`src/rtl/ifr_pkg.sv`:
```
package ifr_pkg;
  // each instruction slot occupies 8 bytes
  localparam int unsigned INST_SHIFT = 3;

  // where the offered request comes from
  typedef enum logic {
    SRC_LIVE  = 1'b0,
    SRC_QUEUE = 1'b1
  } src_e;
endpackage

```
`src/rtl/ifr_addr_calc.sv`:
```
module ifr_addr_calc #(
  parameter int unsigned ADDR_W     = 32,
  parameter int unsigned OCC_W      = 4,
  parameter int unsigned LINE_BYTES = 64,
  localparam int unsigned LB_W      = $clog2(LINE_BYTES),
  localparam int unsigned SIZE_W    = LB_W + 1
) (
  input  logic [ADDR_W-1:0] pc,
  input  logic [OCC_W-1:0]  occ,
  input  logic [ADDR_W-1:0] base,
  output logic [ADDR_W-1:0] addr,
  output logic [SIZE_W-1:0] size
);
  import ifr_pkg::*;

  logic [ADDR_W-1:0] slot_idx;
  logic [LB_W-1:0]   line_off;

  always_comb begin
    slot_idx = pc + ADDR_W'(occ);
    addr     = base + (slot_idx << INST_SHIFT);
    line_off = addr[LB_W-1:0];
    if (line_off == '0) size = SIZE_W'(LINE_BYTES);
    else                size = SIZE_W'(LINE_BYTES) - {1'b0, line_off};
  end
endmodule

```
`src/rtl/ifr_retry_fifo.sv`:
```
module ifr_retry_fifo #(
  parameter int unsigned DEPTH  = 8,
  parameter int unsigned DATA_W = 16,
  localparam int unsigned PTR_W = (DEPTH > 1) ? $clog2(DEPTH) : 1,
  localparam int unsigned CNT_W = $clog2(DEPTH + 1)
) (
  input  logic              clk,
  input  logic              rst_n,
  input  logic              push,
  input  logic [DATA_W-1:0] push_data,
  input  logic              pop,
  output logic [DATA_W-1:0] head,
  output logic              empty,
  output logic              full
);
  logic [DATA_W-1:0] mem [DEPTH];
  logic [PTR_W-1:0]  wr_ptr, rd_ptr;
  logic [CNT_W-1:0]  count;

  function automatic logic [PTR_W-1:0] bump(input logic [PTR_W-1:0] p);
    return (p == PTR_W'(DEPTH - 1)) ? '0 : p + 1'b1;
  endfunction

  assign empty = (count == '0);
  assign full  = (count == CNT_W'(DEPTH));
  assign head  = mem[rd_ptr];

  always_ff @(posedge clk) begin
    if (push) mem[wr_ptr] <= push_data;
  end

  always_ff @(posedge clk) begin
    if (!rst_n) begin
      wr_ptr <= '0;
      rd_ptr <= '0;
      count  <= '0;
    end else begin
      if (push) wr_ptr <= bump(wr_ptr);
      if (pop)  rd_ptr <= bump(rd_ptr);
      case ({push, pop})
        2'b10:   count <= count + 1'b1;
        2'b01:   count <= count - 1'b1;
        default: count <= count;
      endcase
    end
  end

  // the requester must never push into a full queue
  p_no_overflow_r8: assert property (@(posedge clk) disable iff (!rst_n)
    push |-> !full);

  // draining only happens while entries exist
  p_no_underflow_r7: assert property (@(posedge clk) disable iff (!rst_n)
    pop |-> !empty);
endmodule

```
`src/rtl/ifetch_line_req.sv`:
```
module ifetch_line_req #(
  parameter int unsigned SLOTS      = 8,
  parameter int unsigned ADDR_W     = 32,
  parameter int unsigned OCC_W      = 4,
  parameter int unsigned LINE_BYTES = 64,
  localparam int unsigned SLOT_W    = (SLOTS > 1) ? $clog2(SLOTS) : 1,
  localparam int unsigned LB_W      = $clog2(LINE_BYTES),
  localparam int unsigned SIZE_W    = LB_W + 1,
  localparam int unsigned PKT_W     = SLOT_W + ADDR_W + SIZE_W
) (
  input  logic              clk,
  input  logic              rst_n,
  input  logic              grant_valid,
  output logic              grant_ready,
  input  logic [SLOT_W-1:0] grant_slot,
  input  logic [ADDR_W-1:0] grant_pc,
  input  logic [OCC_W-1:0]  grant_occ,
  input  logic [ADDR_W-1:0] grant_base,
  input  logic              retry_go,
  output logic              req_valid,
  input  logic              req_ready,
  output logic [ADDR_W-1:0] req_addr,
  output logic [SIZE_W-1:0] req_size,
  output logic [SLOT_W-1:0] req_slot
);
  import ifr_pkg::*;

  logic [ADDR_W-1:0] live_addr;
  logic [SIZE_W-1:0] live_size;
  logic [PKT_W-1:0]  live_pkt, head_pkt, out_pkt;
  logic              q_empty, q_full, q_push, q_pop;
  logic              stalled, grant_fire, refused;
  src_e              src;

  ifr_addr_calc #(
    .ADDR_W(ADDR_W), .OCC_W(OCC_W), .LINE_BYTES(LINE_BYTES)
  ) u_calc (
    .pc(grant_pc), .occ(grant_occ), .base(grant_base),
    .addr(live_addr), .size(live_size)
  );

  assign live_pkt = {grant_slot, live_addr, live_size};

  ifr_retry_fifo #(.DEPTH(SLOTS), .DATA_W(PKT_W)) u_queue (
    .clk(clk), .rst_n(rst_n),
    .push(q_push), .push_data(live_pkt),
    .pop(q_pop), .head(head_pkt),
    .empty(q_empty), .full(q_full)
  );

  always_comb begin
    src         = q_empty ? SRC_LIVE : SRC_QUEUE;
    grant_ready = !q_full;
    grant_fire  = grant_valid && grant_ready;
    if (stalled)               req_valid = 1'b0;
    else if (src == SRC_LIVE)  req_valid = grant_valid;
    else                       req_valid = 1'b1;
    out_pkt  = (src == SRC_LIVE) ? live_pkt : head_pkt;
    refused  = req_valid && !req_ready;
    q_pop    = !stalled && (src == SRC_QUEUE) && req_ready;
    // a grant bypasses the queue only if it went out directly this cycle
    q_push   = grant_fire && (stalled || (src == SRC_QUEUE) || !req_ready);
  end

  assign {req_slot, req_addr, req_size} = out_pkt;

  always_ff @(posedge clk) begin
    if (!rst_n)        stalled <= 1'b0;
    else if (refused)  stalled <= 1'b1;
    else if (retry_go) stalled <= 1'b0;
  end

  // a refusal always leaves the port stalled
  p_refuse_stalls_r5: assert property (@(posedge clk) disable iff (!rst_n)
    (req_valid && !req_ready) |=> !req_valid);

  // the request ends exactly on a line boundary
  p_line_fit_r3: assert property (@(posedge clk) disable iff (!rst_n)
    req_valid |-> (({1'b0, req_addr[LB_W-1:0]} + req_size) == SIZE_W'(LINE_BYTES)));

  // idle after reset, nothing offered without a grant or queued entry
  p_idle_quiet_r9: assert property (@(posedge clk) disable iff (!rst_n)
    (q_empty && !grant_valid) |-> !req_valid);
endmodule

```
`config.mk`:
```
export PLATFORM = sky130hd
export DESIGN_NAME = ifetch_line_req
export DESIGN_NICKNAME = d
export VERILOG_FILES = /design/src/rtl/ifr_pkg.sv /design/src/rtl/ifr_addr_calc.sv /design/src/rtl/ifr_retry_fifo.sv /design/src/rtl/ifetch_line_req.sv
export SDC_FILE = /design/constraint.sdc
export NUM_CORES = 1
export LEC_CHECK = 0
export BUFFER_PORTS_ARGS = -buffer_cell sky130_fd_sc_hd__buf_2
export CORE_MARGIN = 2
export CORE_UTILIZATION = 55
export DETAILED_ROUTE_END_ITERATION = 12
export GPL_ROUTABILITY_DRIVEN = 0
export PLACE_DENSITY = 0.77
export SLEW_MARGIN = 20
export SYNTH_ARGS = -nofsm -noshare
export SYNTH_HDL_FRONTEND = slang
export SYNTH_SLANG_ARGS = --single-unit
```
`constraint.sdc`:
```
create_clock -name clk -period 5 [get_ports clk]
set_input_delay 0 -clock clk [delete_from_list [all_inputs] [get_ports clk]]
set_output_delay 0 -clock clk [all_outputs]
set_load 0.05 [all_outputs]
```
Word-level counts from Yosys, hierarchy flattened
Memories as Yosys holds them, arrays and structs flattened. A register that Yosys moved wholly into a read port is not among the register bits.
Cells that the tools add are included.
- bits in registers: 11
- RAM bits: 336
- input port bits: 76
- logic and storage cells: 45
- memories kept: 1
- add/subtract/negate cells: 7
- equality and inequality tests: 5
- mux-type cells: 14
- reduce and logical (&&, ||, !) cells: 14
- memory list (memory ; words ; bits a word ; read ports ; clocked after Yosys merged registers in ; write ports ; line ; RTL):
    u_queue.mem ; 8 ; 42 ; 1 ; 1 ; 1 ; ifr_retry_fifo.sv:16 ; logic [DATA_W-1:0] mem [DEPTH];
- operators with widths (cell ; count):
    42-bit two-way mux ; 1
    32-bit adder ; 1
    29-bit by 4-bit adder with 29-bit output ; 1
    3-bit two-way mux ; 4
    4-bit case mux with 2 select lines ; 1
    1-bit two-way mux ; 7
    7-bit two-way mux ; 1
    7-bit by 6-bit subtractor with 7-bit output, first input constant ; 1
    3-bit by 1-bit adder with 3-bit output, second input constant ; 2
    3-bit == test, second input constant ; 2
    6-bit zero test ; 1
    1-bit logical AND ; 5
    4-bit by 1-bit adder with 4-bit output, second input constant ; 1
    4-bit == test, second input constant ; 1
    4-bit zero test ; 1
    2-bit nonzero test ; 2
    4-bit by 1-bit subtractor with 4-bit output, second input constant ; 1
    1-bit zero test ; 3
    2-bit by 1-bit == test with 1-bit output, second input constant ; 1
    2-bit == test, second input constant ; 1
    1-bit logical OR ; 2

Depth between registers and ports, before layout
Gate-level depths: netlist (run 1).
- word-level depth: 7
- gate-level depth with buffers: 19
- gate-level depth less buffers: 18

Hierarchy
From an unflattened synthesis (run 1), not the netlist that was laid out.
- cells, all modules: 926
- area, all modules: 16389.5 µm²
- modules (own cells, without submodules) (module ; times used ; cells an instance ; area an instance (µm²) ; seq. area each (µm²)):
    ifr_retry_fifo ; 1 ; 559 ; 13384.1 ; 10349.9
    ifr_addr_calc ; 1 ; 309 ; 2210.9 ; 0.0
    ifetch_line_req ; 1 ; 58 ; 794.5 ; 20.0

Worst setup path before layout (run 1)
Ideal clock, no wire load.
- path type: reg2reg
- from: register stalled
- to: memory u_queue.mem[0][0] in the netlist's numbering, enable pin
- setup time: 0.546 ns
- arrival time: 4.840 ns
- setup slack: -0.386 ns
- cell stages (with the launch flop): 5
- cell sequence: dfxtp_1 -> nor2b_1 -> o21ai_0 -> nand2_1 -> nor4_1
- word-level cells in the longest chain between the ends: 5
- ends and longest elaborated chain (element ; line ; RTL):
    start: declaration ; ifetch_line_req.sv:32 ; logic stalled, grant_fire, refused;
    start signal: assignment ; ifetch_line_req.sv:68 ; if (!rst_n) stalled <= 1'b0;
    start signal: assignment ; ifetch_line_req.sv:69 ; else if (refused) stalled <= 1'b1;
    start signal: assignment ; ifetch_line_req.sv:70 ; else if (retry_go) stalled <= 1'b0;
    1-bit logical OR (2 in series) ; ifetch_line_req.sv:62 ; q_push = grant_fire && (stalled || (src == SRC_QUEUE) || !req_ready);
    1-bit logical AND ; ifetch_line_req.sv:62 ;
    1-bit two-way mux ; ifr_retry_fifo.sv:29 ; if (push) mem[wr_ptr] <= push_data;
    1-bit two-way mux (not written as such) ; ifr_retry_fifo.sv:29 ;
    end: declaration ; ifr_retry_fifo.sv:16 ;
Every way passes these cells.

Final worst setup path (run 1)
- from: input grant_pc[0]
- to: output req_addr[26]
- word-level cells in the longest chain between the ends: 3
- ends and longest elaborated chain (element ; line ; RTL):
    start: declaration ; ifetch_line_req.sv:16 ; input logic [ADDR_W-1:0] grant_pc,
    29-bit by 4-bit adder with 29-bit output ; ifr_addr_calc.sv:20 ; slot_idx = pc + ADDR_W'(occ);
    32-bit adder ; ifr_addr_calc.sv:21 ; addr = base + (slot_idx << INST_SHIFT);
    named net live_addr[26] ; ifetch_line_req.sv:28 ; logic [ADDR_W-1:0] live_addr;
    42-bit two-way mux ; ifetch_line_req.sv:58 ; out_pkt = (src == SRC_LIVE) ? live_pkt : head_pkt;
    end: declaration ; ifetch_line_req.sv:22 ; output logic [ADDR_W-1:0] req_addr,
The timed path passes the listed nets, and every way through them passes these cells.

==> summary.md, run 1 <==
| Metric | Value |
|---|---|
| CTS buffer count | `30` |
| Postcts setup bufs | `0` |
| Synthesized net count | `1129` |
| Via Count | `9263` |
| Static Leak | `6.148 nW` |
| Top cells by area, synth | `edfxtp_1 (62%), mux4_2 (11%), ha_1 (3.3%)` |
| Area grow syn2layout | `12.77%` |
| H-tree depth reported by CTS | `1` |
| DP HPWL | `20700 um` |
| Clock Latency Late Sink | `0.57 ns` |
| CP max FO | `9` |
| Final WL | `33280 um` |
| Ports | `120` |
| EDFF count, synth | `336` |
| CP arrival | `4.31 ns` |
| Seq/Total Area, Yosys | `0.6417` |
| Place WS | `0.7210 ns` |
| Min Tclk post-route | `4.311 ns` |
| Share of the synthesized area in the top cell type | `0.6243` |
| Yosys warnings | `0` |
| Diode count | `0` |
| Worst slew pin tran | `1.109 ns` |
| Final ANT Viol Nets | `0` |
| Status | `complete, no violations` |
| Pin count of the biggest net entering global routing | `83` |
| Cells after synthesis | `1008` |
| Die ar. | `0.03077 mm^2` |
| Cell taking the most area after synthesis | `edfxtp_1` |
| Wire per inst | `21.50 um` |
| Post-route setup slack | `0.6891 ns` |
| Synth unique cells | `61` |
| RSZ-0062 raised after global routing | `false` |
| WS Path Type | `input port to output pin` |
| Maximum root-to-sink buffer count | `3` |
| Initial antenna violation count | `0` |
| Maximum VDD drop | `0.0004150 V` |
| Max frequency | `232.0 MHz` |
| Num rows | `62` |
| First-pass GRT wire length | `51270 um` |
| DR DRC count | `0` |
| Tightest Hold Check Type | `input port to flop` |
| CTS Root Cell | `clkbuf_16` |
| Nets | `1262` |
| 1st-iter DRT viols | `738` |
| Port Buffers | `116` |
| Layout cell share with drive strength beyond 1 | `0.2543` |
| Final Max Tran Viols | `0` |
| Final hold vios | `0` |
| Number of global-route vias before repair | `9177` |
| Die height | `175.4 um` |
| Drt via density | `5.984` |
| Pwr/cell area | `520.1 mW/mm^2` |
| Die Wd | `175.4 um` |
| Worst slew margin | `0.2552` |
| Skew final | `0.02724 ns` |
| Initial Util | `0.5615` |
| CTS sink cnt | `350` |
| Mean area per synthesized cell | `16.03 um^2` |
| Post-CTS Resized | `0` |
| Hold buffer count at CTS | `9` |
| CTS tree | `done` |
| Setup TNS | `0 ns` |
| Worst setup SP type | `input port` |
| Data required time of the critical path | `5.00 ns` |
| CP Capture Type | `output pin` |
| Core area | `0.02878 mm^2` |
| Max_cap viols | `0` |
| Remaining Overflow, GRT | `0` |
| 1st-pass router iterations | `6` |
| Period utilization | `0.8622` |
| Async set-reset flop share out of synthesis | `0` |
| Dominant synthesized flop cell | `edfxtp_1` |
| Register clock-pin slew on the reported worst setup and hold paths | `0.07 ns` |
| Total track usage | `0.2175` |
| Yosys reg bits | `350` |
| Mapped cell area | `0.01616 mm^2` |
| Final setup violating endpoints | `0` |
## cells by family (layout without fill, tap and decap cells)
kind of cell	Yosys count	in the layout	synth area share
compound gates	150	150	0.05784
xor+xnor	61	61	0.03306
fa+ha+maj	45	45	0.03623
buf+inv	74	230	0.02400
flops	350	350	0.6417
mux	135	135	0.1501
simple gates	193	193	0.05706
## cell usage after synthesis (all sizes together), types with 6 or more instances
cell type / number
edfxtp: 336
mux4: 84
nand2: 66
o21ai: 54
a21oi: 45
ha: 42
mux2i: 41
xnor2: 38
nor2: 36
clkbuf: 31
inv: 25
xor2: 23
nor3: 19
buf: 17
nor2b: 17
nand3: 16
dfxtp: 14
nand4: 14
a21o: 13
mux2: 10
nand2b: 7
o21bai: 6
## registers in the layout, summed over array words and instances, names as in the netlist, named ones only
| register | cells |
|---|---|
| u_queue.mem | 336 |
| u_queue.count | 4 |
| stalled | 1 |
| u_queue.wr_ptr | 3 |
| u_queue.rd_ptr | 3 |
## worst max-delay path, stage by stage
cell and delay (ns):
buf_2 0.08, ha_1 0.15, inv_1 0.05, fa_1 0.39, nor2b_1 0.11, o21ai_0 0.10, nand2_1 0.21, nand2_1 0.17
xnor2_1 0.24, ha_1 0.36, a21oi_1 0.21, o21ai_1 0.17, a2111oi_0 0.64, o2bb2ai_1 0.17, a31oi_1 0.23, xnor2_1 0.38
nand2_1 0.15, o21ai_0 0.17, buf_2 0.32
## metrics by stage
step                hold WS (ns)  cell area [um^2]  utilization  power (mW)  std cells
floorplan                0.09887             16170            -       6.493       1008
global placement          0.2821             17210       0.5981       7.289       1484
detailed placement        0.3144             17210       0.5981       7.363       1484
CTS                       0.1029             18220       0.6332       9.542       1548
global route              0.1327             18220       0.6332       9.879       1548
finish                    0.1192             18220       0.6332       9.478       1548
## worst paths after layout
path | start | end | slack (ns) | depth (start not counted)
worst max-delay path | grant_pc[0] | req_addr[26] | 0.69 | 19
worst min-delay path | grant_base[5] | u_queue.mem[4][12] | 0.12 | 4
worst max register to register | u_queue.count[0] | u_queue.mem[5][22] | 2.21 | 5
worst min register to register | u_queue.rd_ptr[1] | flop | 0.53 | 2
## layout make-up
type,count,area [um^2]
inverters,25,93.84
repair buffers,150,883.3
multi-input cells,584,5466
clock buffers,36,773.2
fillers,2023,10560
flip-flops and latches,350,10380
well taps,384,480.5
clock inverters,19,147.6
## power by group
group / internal [mW] / switching (mW)
Combinational: 1.13 / 2.39
Clock: 1.20 / 0.985
Sequential: 3.60 / 0.180
Total: 5.93 / 3.55
## layout by cell type (no fill, tap or decap), types with 6 or more instances in the layout
master and instances:
mux4_2 82, clkinv_2 6, edfxtp_1 336, clkbuf_16 30
nor3_1 15, nor2b_1 17, nor2_1 33, nand3_1 16
nand4_1 14, nand2b_1 7, buf_4 23, o21bai_1 6
inv_1 25, o21ai_0 50, xnor2_1 38, dlygate4sd3_1 9
mux2_2 9, dfxtp_1 11, mux2i_1 41, a21oi_1 41
clkbuf_1 6, clkinv_1 9, nand2_1 66, a21o_1 12
buf_2 116, xor2_1 23, ha_1 42
## routing by layer
layer	up-vias	GRT usage	wire length (um)
li1	4221	-	-
met1	4629	0.2991	13880
met2	365	0.3716	16510
met3	48	0.03160	2321
met4	0	0.05234	572
met5	-	0	0
(Power assumes the default switching activity.)
==> inputs of run 2 (changes only) <==
Settings changed: CORE_UTILIZATION 55 to 56, CTS_BUF_LIST set to sky130_fd_sc_hd__clkbuf_8, PLACE_DENSITY 0.77 to 0.78.
==> run 2 against run 1 <==
First-iteration DRC count up 10%. Non-clock buffer count up 2. Largest cell class unchanged. Utilization up 0.55 points. Clock skew down 0.0050 ns. Global-route usage up 0.37 points. Hold slack better by 0.012 ns. Clock-buffer cell count up 17. Sequential share of layout area about the same.
==> summary.md, run 2 (synthesized netlist as in run 1, its figures left out) <==
| Metric | Value |
|---|---|
| CP max stage delay | `0.61 ns` |
| Worst path top cell family by delay | `compound AO/OA/AOI/OAI gates` |
| Worst reg-to-reg setup slack | `2.28 ns` |
| RSZ-0062 raised after global routing | `false` |
| Maximum VDD drop | `0.0003821 V` |
| Layout cell share with drive strength beyond 1 | `0.2657` |
| Finished Layout Cells | `1581` |
| Die height | `173.9 um` |
| Clk pwr share | `0.217` |
| Initial antenna violation count | `0` |
| Total track usage | `0.2212` |
| Pwr/cell area | `512.9 mW/mm^2` |
| RR Startpoint | `u_queue.count[0]` |
| Wire per inst | `20.82 um` |
| Register share of total power | `0.400` |
| CP arrival | `4.41 ns` |
| Setup TNS | `0 ns` |
| CTS tree | `done` |
| Remaining Overflow, GRT | `0` |
| Area grow syn2layout | `12.82%` |
| Worst path bufs/invs | `2` |
| CTS sink cnt | `350` |
| Diode count | `0` |
| R2R Path End | `u_queue.mem[5][27]` |
| Final WL | `32910 um` |
| Clock Latency Late Sink | `0.57 ns` |
| Design area | `0.01823 mm^2` |
| DR DRC count | `0` |
| Worst slew margin | `0.2449` |
| Top reg by flops | `u_queue.mem` |
| Ports | `120` |
| Status | `complete, no violations` |
| Final setup violating endpoints | `0` |
| CP cell instances | `buf_2, ha_1, a21o_1, a21oi_1, nor2b_1, nor2_1, nor2_1, and3_1, xor2_1, ha_1, nand2_1, o21ai_1, a2111oi_0, a2bb2oi_1, o21ai_1, xor2_1, nand2_1, o21ai_0, buf_2` |
| Hold depth | `4` |
| Final ANT Viol Nets | `0` |
| CP Capture Type | `output pin` |
| Worst slew pin tran | `1.133 ns` |
| Worst setup SP type | `input port` |
| Switching share of power | `0.3824` |
| 1st-pass router iterations | `5` |
| Initial Util | `0.5661` |
| Sw Pwr | `3.577 mW` |
| Register clock-pin slew on the reported worst setup and hold paths | `0.06 ns` |
| Number of global-route vias before repair | `9358` |
| Max_cap viols | `0` |
| Commonest non-fill, non-tap cell in the layout | `edfxtp_1` |
| Die ar. | `0.03023 mm^2` |
| WHS Endpoint | `u_queue.wr_ptr[1]` |
| CP max FO | `9` |
| Postcts setup bufs | `0` |
| Num rows | `62` |
| Design Power | `9.352 mW` |
| Post-CTS Resized | `0` |
| Die Wd | `173.9 um` |
| First-pass GRT wire length | `51630 um` |
| Data required time of the critical path | `5.00 ns` |
| Maximum root-to-sink buffer count | `3` |
| Post-route setup slack | `0.5870 ns` |
| Port Buffers | `116` |
| Comb pwr share | `0.383` |
| Commonest cells after routing, fill and taps aside | `edfxtp_1 (336), buf_2 (116), mux4_2 (82)` |
| CTS Root Cell | `clkbuf_8` |
| Nets | `1284` |
| Hold Startpoint | `grant_valid` |
| Top Registers | `u_queue.mem x336, u_queue.count x4` |
| Post-Place Cells | `1485` |
| Min Tclk post-route | `4.413 ns` |
| CTS buffer count | `50` |
| WS Path Type | `input port to output pin` |
| Final Max Tran Viols | `0` |
| Via Count | `9331` |
| Place WS | `0.6426 ns` |
| Static Leak | `6.241 nW` |
| DP Area | `0.01723 mm^2` |
| Max frequency | `226.6 MHz` |
| Pin count of the biggest net entering global routing | `83` |
| Period utilization | `0.8826` |
| 1st-iter DRT viols | `814` |
| Skew final | `0.02221 ns` |
| Worst reg2reg path depth | `5` |
| H-tree depth reported by CTS | `2` |
| Slowest-stage cell, CP | `a2111oi_0` |
| Number of flip-flops in the largest register | `336` |
| Core area | `0.02855 mm^2` |
| Cell-internal power | `5.776 mW` |
| Tightest Hold Check Type | `input port to flop` |
| DP HPWL | `20160 um` |
| Drt via density | `5.902` |
| Final hold vios | `0` |
| Hold buffer count at CTS | `9` |
run 2: final cells by class:
class / count / area (um^2)
inverter: 25 / 93.84
clock buffer: 53 / 729.5
fill: 2104 / 10310
clock inverter: 33 / 160.2
sequential: 350 / 10380
tap: 384 / 480.5
multi-input combinational: 584 / 5466
timing repair buffer: 152 / 923.4
run 2: routing by layer:
layer / global-route usage / up-vias / routed length [um]
li1: - / 4263 / -
met1: 0.3074 / 4658 / 14080
met2: 0.3634 / 360 / 16130
met3: 0.03947 / 50 / 2084
met4: 0.06443 / 0 / 624
met5: 0 / - / 0
run 2: tightest hold or removal path: cells and delay by family:
family / cells / cell delay, ns
AND/OR/NAND/NOR: 2 / 0.36
buffers and inverters: 1 / 0.10
multiplexers: 1 / 0.20
run 2: worst max-delay path by stage:
stage                            from                end  slack [ns]  depth (start not counted)
after floorplan               stalled  u_queue.mem[2][0]        0.74                          4
after global placement    grant_pc[1]       req_addr[22]        0.75                         19
after detailed placement  grant_pc[1]       req_addr[22]        0.64                         19
after CTS                 grant_pc[1]       req_addr[22]        0.61                         19
after global routing      grant_pc[1]       req_addr[22]        0.19                         19
final                     grant_pc[1]       req_addr[22]        0.59                         19
run 2: through the flow:
stage / utilization / hold slack [ns]
2_1_floorplan: - / 0.09887
3_3_place_gp: 0.6037 / 0.2861
3_5_place_dp: 0.6037 / 0.3034
4_1_cts: 0.6380 / 0.1012
5_1_grt: 0.6387 / 0.1441
6_report: 0.6387 / 0.1316
run 2: power groups by stage:
| stage | Clock [mW] | Sequential (mW) | Combinational (mW) |
|---|---|---|---|
| after floorplan | 0 | 3.71 | 2.79 |
| after global routing | 2.20 | 3.76 | 3.83 |
| after detailed placement | 0 | 3.86 | 3.52 |
| after global placement | 0 | 3.84 | 3.47 |
| final | 2.03 | 3.74 | 3.58 |
| after CTS | 2.07 | 3.80 | 3.54 |
==> inputs of run 3 (changes only) <==
Settings changed: CORE_UTILIZATION 56 to 57, PLACE_DENSITY 0.78 to 0.79, REMOVE_ABC_BUFFERS set to 1, SYNTH_HIERARCHICAL set to 1.
==> run 3 against run 2 <==
Largest power group is now combinational logic. Hold slack got worse by 0.079 ns. Critical path type unchanged. Critical endpoint is now req_addr[30]. Clock power about the same. Via count decreased by 6.1%.
==> summary.md, run 3 <==
| Metric | Value |
|---|---|
| 1st-iter DRT viols | `631` |
| Maximum root-to-sink buffer count | `3` |
| CTS buffer count | `49` |
| Finished Layout Cells | `1507` |
| Hold depth | `6` |
| Drt via density | `5.815` |
| Postcts setup bufs | `0` |
| 1st-pass router iterations | `5` |
| Design area | `0.01840 mm^2` |
| Initial antenna violation count | `0` |
| Sw Pwr | `3.692 mW` |
| Tightest Hold Check Type | `input port to flop` |
| Worst slew margin | `0.3423` |
| Min Tclk post-route | `4.556 ns` |
| Cell-internal power | `6.343 mW` |
| Max frequency | `219.5 MHz` |
| WS Path Type | `input port to output pin` |
| Register clock-pin slew on the reported worst setup and hold paths | `0.06 ns` |
| Total track usage | `0.2107` |
| Worst slew pin tran | `0.9865 ns` |
| Final WL | `31360 um` |
| Data required time of the critical path | `5.00 ns` |
| Yosys reg bits | `350` |
| Core area | `0.02847 mm^2` |
| Final ANT Viol Nets | `0` |
| Diode count | `0` |
| Yosys warnings | `6` |
| Seq/Total Area, Yosys | `0.6327` |
| CP max stage delay | `0.41 ns` |
| Commonest non-fill, non-tap cell in the layout | `edfxtp_1` |
| Nets | `1205` |
| DR DRC count | `0` |
| Number of global-route vias before repair | `9078` |
| Clk pwr share | `0.203` |
| Wire per inst | `20.81 um` |
| CTS tree | `done` |
| Cells after synthesis | `926` |
| Hold_ws | `0.05236 ns` |
| Final Max Tran Viols | `0` |
| DP Area | `0.01738 mm^2` |
| Die Wd | `173.6 um` |
| Pin count of the biggest net entering global routing | `65` |
| Setup TNS | `0 ns` |
| Final setup violating endpoints | `0` |
| EDFF count, synth | `336` |
| H-tree depth reported by CTS | `2` |
| Maximum VDD drop | `0.0003627 V` |
| Mapped cell area | `0.01639 mm^2` |
| Core Util, Final | `0.6463` |
| Static Leak | `6.504 nW` |
| Period utilization | `0.9111` |
| Synth unique cells | `59` |
| Register share of total power | `0.383` |
| Worst path bufs/invs | `3` |
| Status | `complete, no violations` |
| Max_cap viols | `0` |
| Num rows | `62` |
| Top Registers | `u_queue/mem x336, u_queue/count x4` |
| Cell taking the most area after synthesis | `edfxtp_1` |
| Dominant synthesized flop cell | `edfxtp_1` |
| Port Buffers | `116` |
| WP depth | `22` |
| Hold buffer count at CTS | `11` |
| Mean area per synthesized cell | `17.70 um^2` |
| Die height | `173.6 um` |
| Initial Util | `0.5757` |
| CP arrival | `4.56 ns` |
| Commonest cells after routing, fill and taps aside | `edfxtp_1 (336), buf_2 (116), mux4_2 (66)` |
| Worst reg2reg path depth | `5` |
| Skew final | `0.01022 ns` |
| CP Capture Type | `output pin` |
| Via Count | `8763` |
| Cell with the most instances after synthesis | `edfxtp_1` |
| Layout cell share with drive strength beyond 1 | `0.3330` |
| Top reg by flops | `u_queue/mem` |
| Pwr/cell area | `545.4 mW/mm^2` |
| DP HPWL | `18720 um` |
| Ports | `120` |
| CTS sink cnt | `350` |
| Die ar. | `0.03013 mm^2` |
| Top cells by area, synth | `edfxtp_1 (62%), mux4_2 (9.1%), mux2_4 (3.5%)` |
| Async set-reset flop share out of synthesis | `0` |
| Remaining Overflow, GRT | `0` |
| Comb pwr share | `0.414` |
| CP cell instances | `buf_2, ha_1, inv_1, fa_1, nor2b_1, o21ai_0, nand2b_1, nand2_1, nor2_1, nand2_1, xnor2_1, ha_1, nand4_1, o22ai_2, nor4_4, a21oi_2, a2111o_1, a31o_1, a21oi_2, xnor2_1, mux2_4, buf_2` |
| Synth cell count leaders | `edfxtp_1 (336), mux4_2 (66), mux2_2 (47)` |
| First-pass GRT wire length | `49170 um` |
| Number of flip-flops in the largest register | `336` |
| Switching share of power | `0.3679` |
| Clock Latency Late Sink | `0.56 ns` |
| Worst setup SP type | `input port` |
| Post-CTS Resized | `0` |
| Worst path top cell family by delay | `simple AND/OR/NAND/NOR gates` |
| RSZ-0062 raised after global routing | `false` |
| Post-Place Cells | `1407` |
| CP max FO | `9` |
| Final hold vios | `0` |
| Slowest-stage cell, CP | `a2111o_1` |
| CTS Root Cell | `clkbuf_8` |
| Share of the synthesized area in the top cell type | `0.6156` |
| Area grow syn2layout | `12.27%` |
==> run 3: cell count changes after synthesis, moves of 10 or more <==
cell and delta:
mux2_4 +37, mux2i_1 -36, nor3_1 -10, a21oi_1 -17, clkbuf_1 -11, mux4_2 -16
mux4_1 +16, o21ai_0 -36, nand2_1 -30, mux2_2 +38
==> run 3: layout make-up <==
| cell class | instances | area [um^2] |
|---|---|---|
| Clock buffer | 51 | 701.9 |
| Clock inverter | 38 | 206.4 |
| Fill cell | 1944 | 10070 |
| Inverter | 16 | 60.06 |
| Multi-Input combinational cell | 519 | 5684 |
| Sequential cell | 350 | 10380 |
| Tap cell | 384 | 480.5 |
| Timing Repair Buffer | 149 | 888.4 |
==> run 3: path summary, 6_finish.rpt <==
check / start / endpoint / slack, ns
worst max-delay path: grant_pc[0] / req_addr[30] / 0.44
worst min-delay path: req_ready / u_queue/wr_ptr[0] / 0.05
worst max register to register: u_queue/count[1] / u_queue/mem[4][5] / 2.06
worst min register to register: u_queue/count[3] / u_queue/count[3] / 0.52
==> run 3: kinds of logic (layout without fill, tap and decap cells) <==
group                      after synthesis  after routing  synth area share
AOI/OAI and AO/OA                       93             93           0.03901
xor gates and xnor gates                61             61           0.03260
adders and majority gates               44             44           0.03451
buffers and inverters                   57            254           0.02420
DFF                                    350            350            0.6327
muxes                                  174            174            0.1897
and+or+nand+nor                        147            147           0.04725
==> run 3: worst register-to-register path: stages (launching register included) <==
cell      delay (ns)
dfxtp_1         0.47
nor4_2          0.11
a311oi_2        0.37
nand2b_1        0.31
nor2_4          0.81
buf_4           0.51
==> run 3: stage by stage <==
stage          total power, mW  setup slack (ns)
2_1_floorplan            5.926            -4.497
3_3_place_gp             8.023            0.5439
3_5_place_dp             8.098            0.4486
4_1_cts                  10.14            0.4526
5_1_grt                  10.48           0.05238
6_report                 10.03            0.4443
==> run 3: power by group through the flow <==
stage	Combinational, mW	Sequential, mW	Clock (mW)
2_1_floorplan	2.18	3.75	0
3_3_place_gp	4.13	3.89	0
3_5_place_dp	4.19	3.91	0
4_1_cts	4.21	3.85	2.08
5_1_grt	4.40	3.88	2.20
6_report	4.16	3.84	2.03
==> run 3: per-layer routing <==
layer	up-vias	routed length, um	GRT usage
li1	4034	-	-
met1	4381	13170	0.2821
met2	308	15740	0.3642
met3	40	2000	0.03728
met4	0	442	0.05007
met5	-	0	0
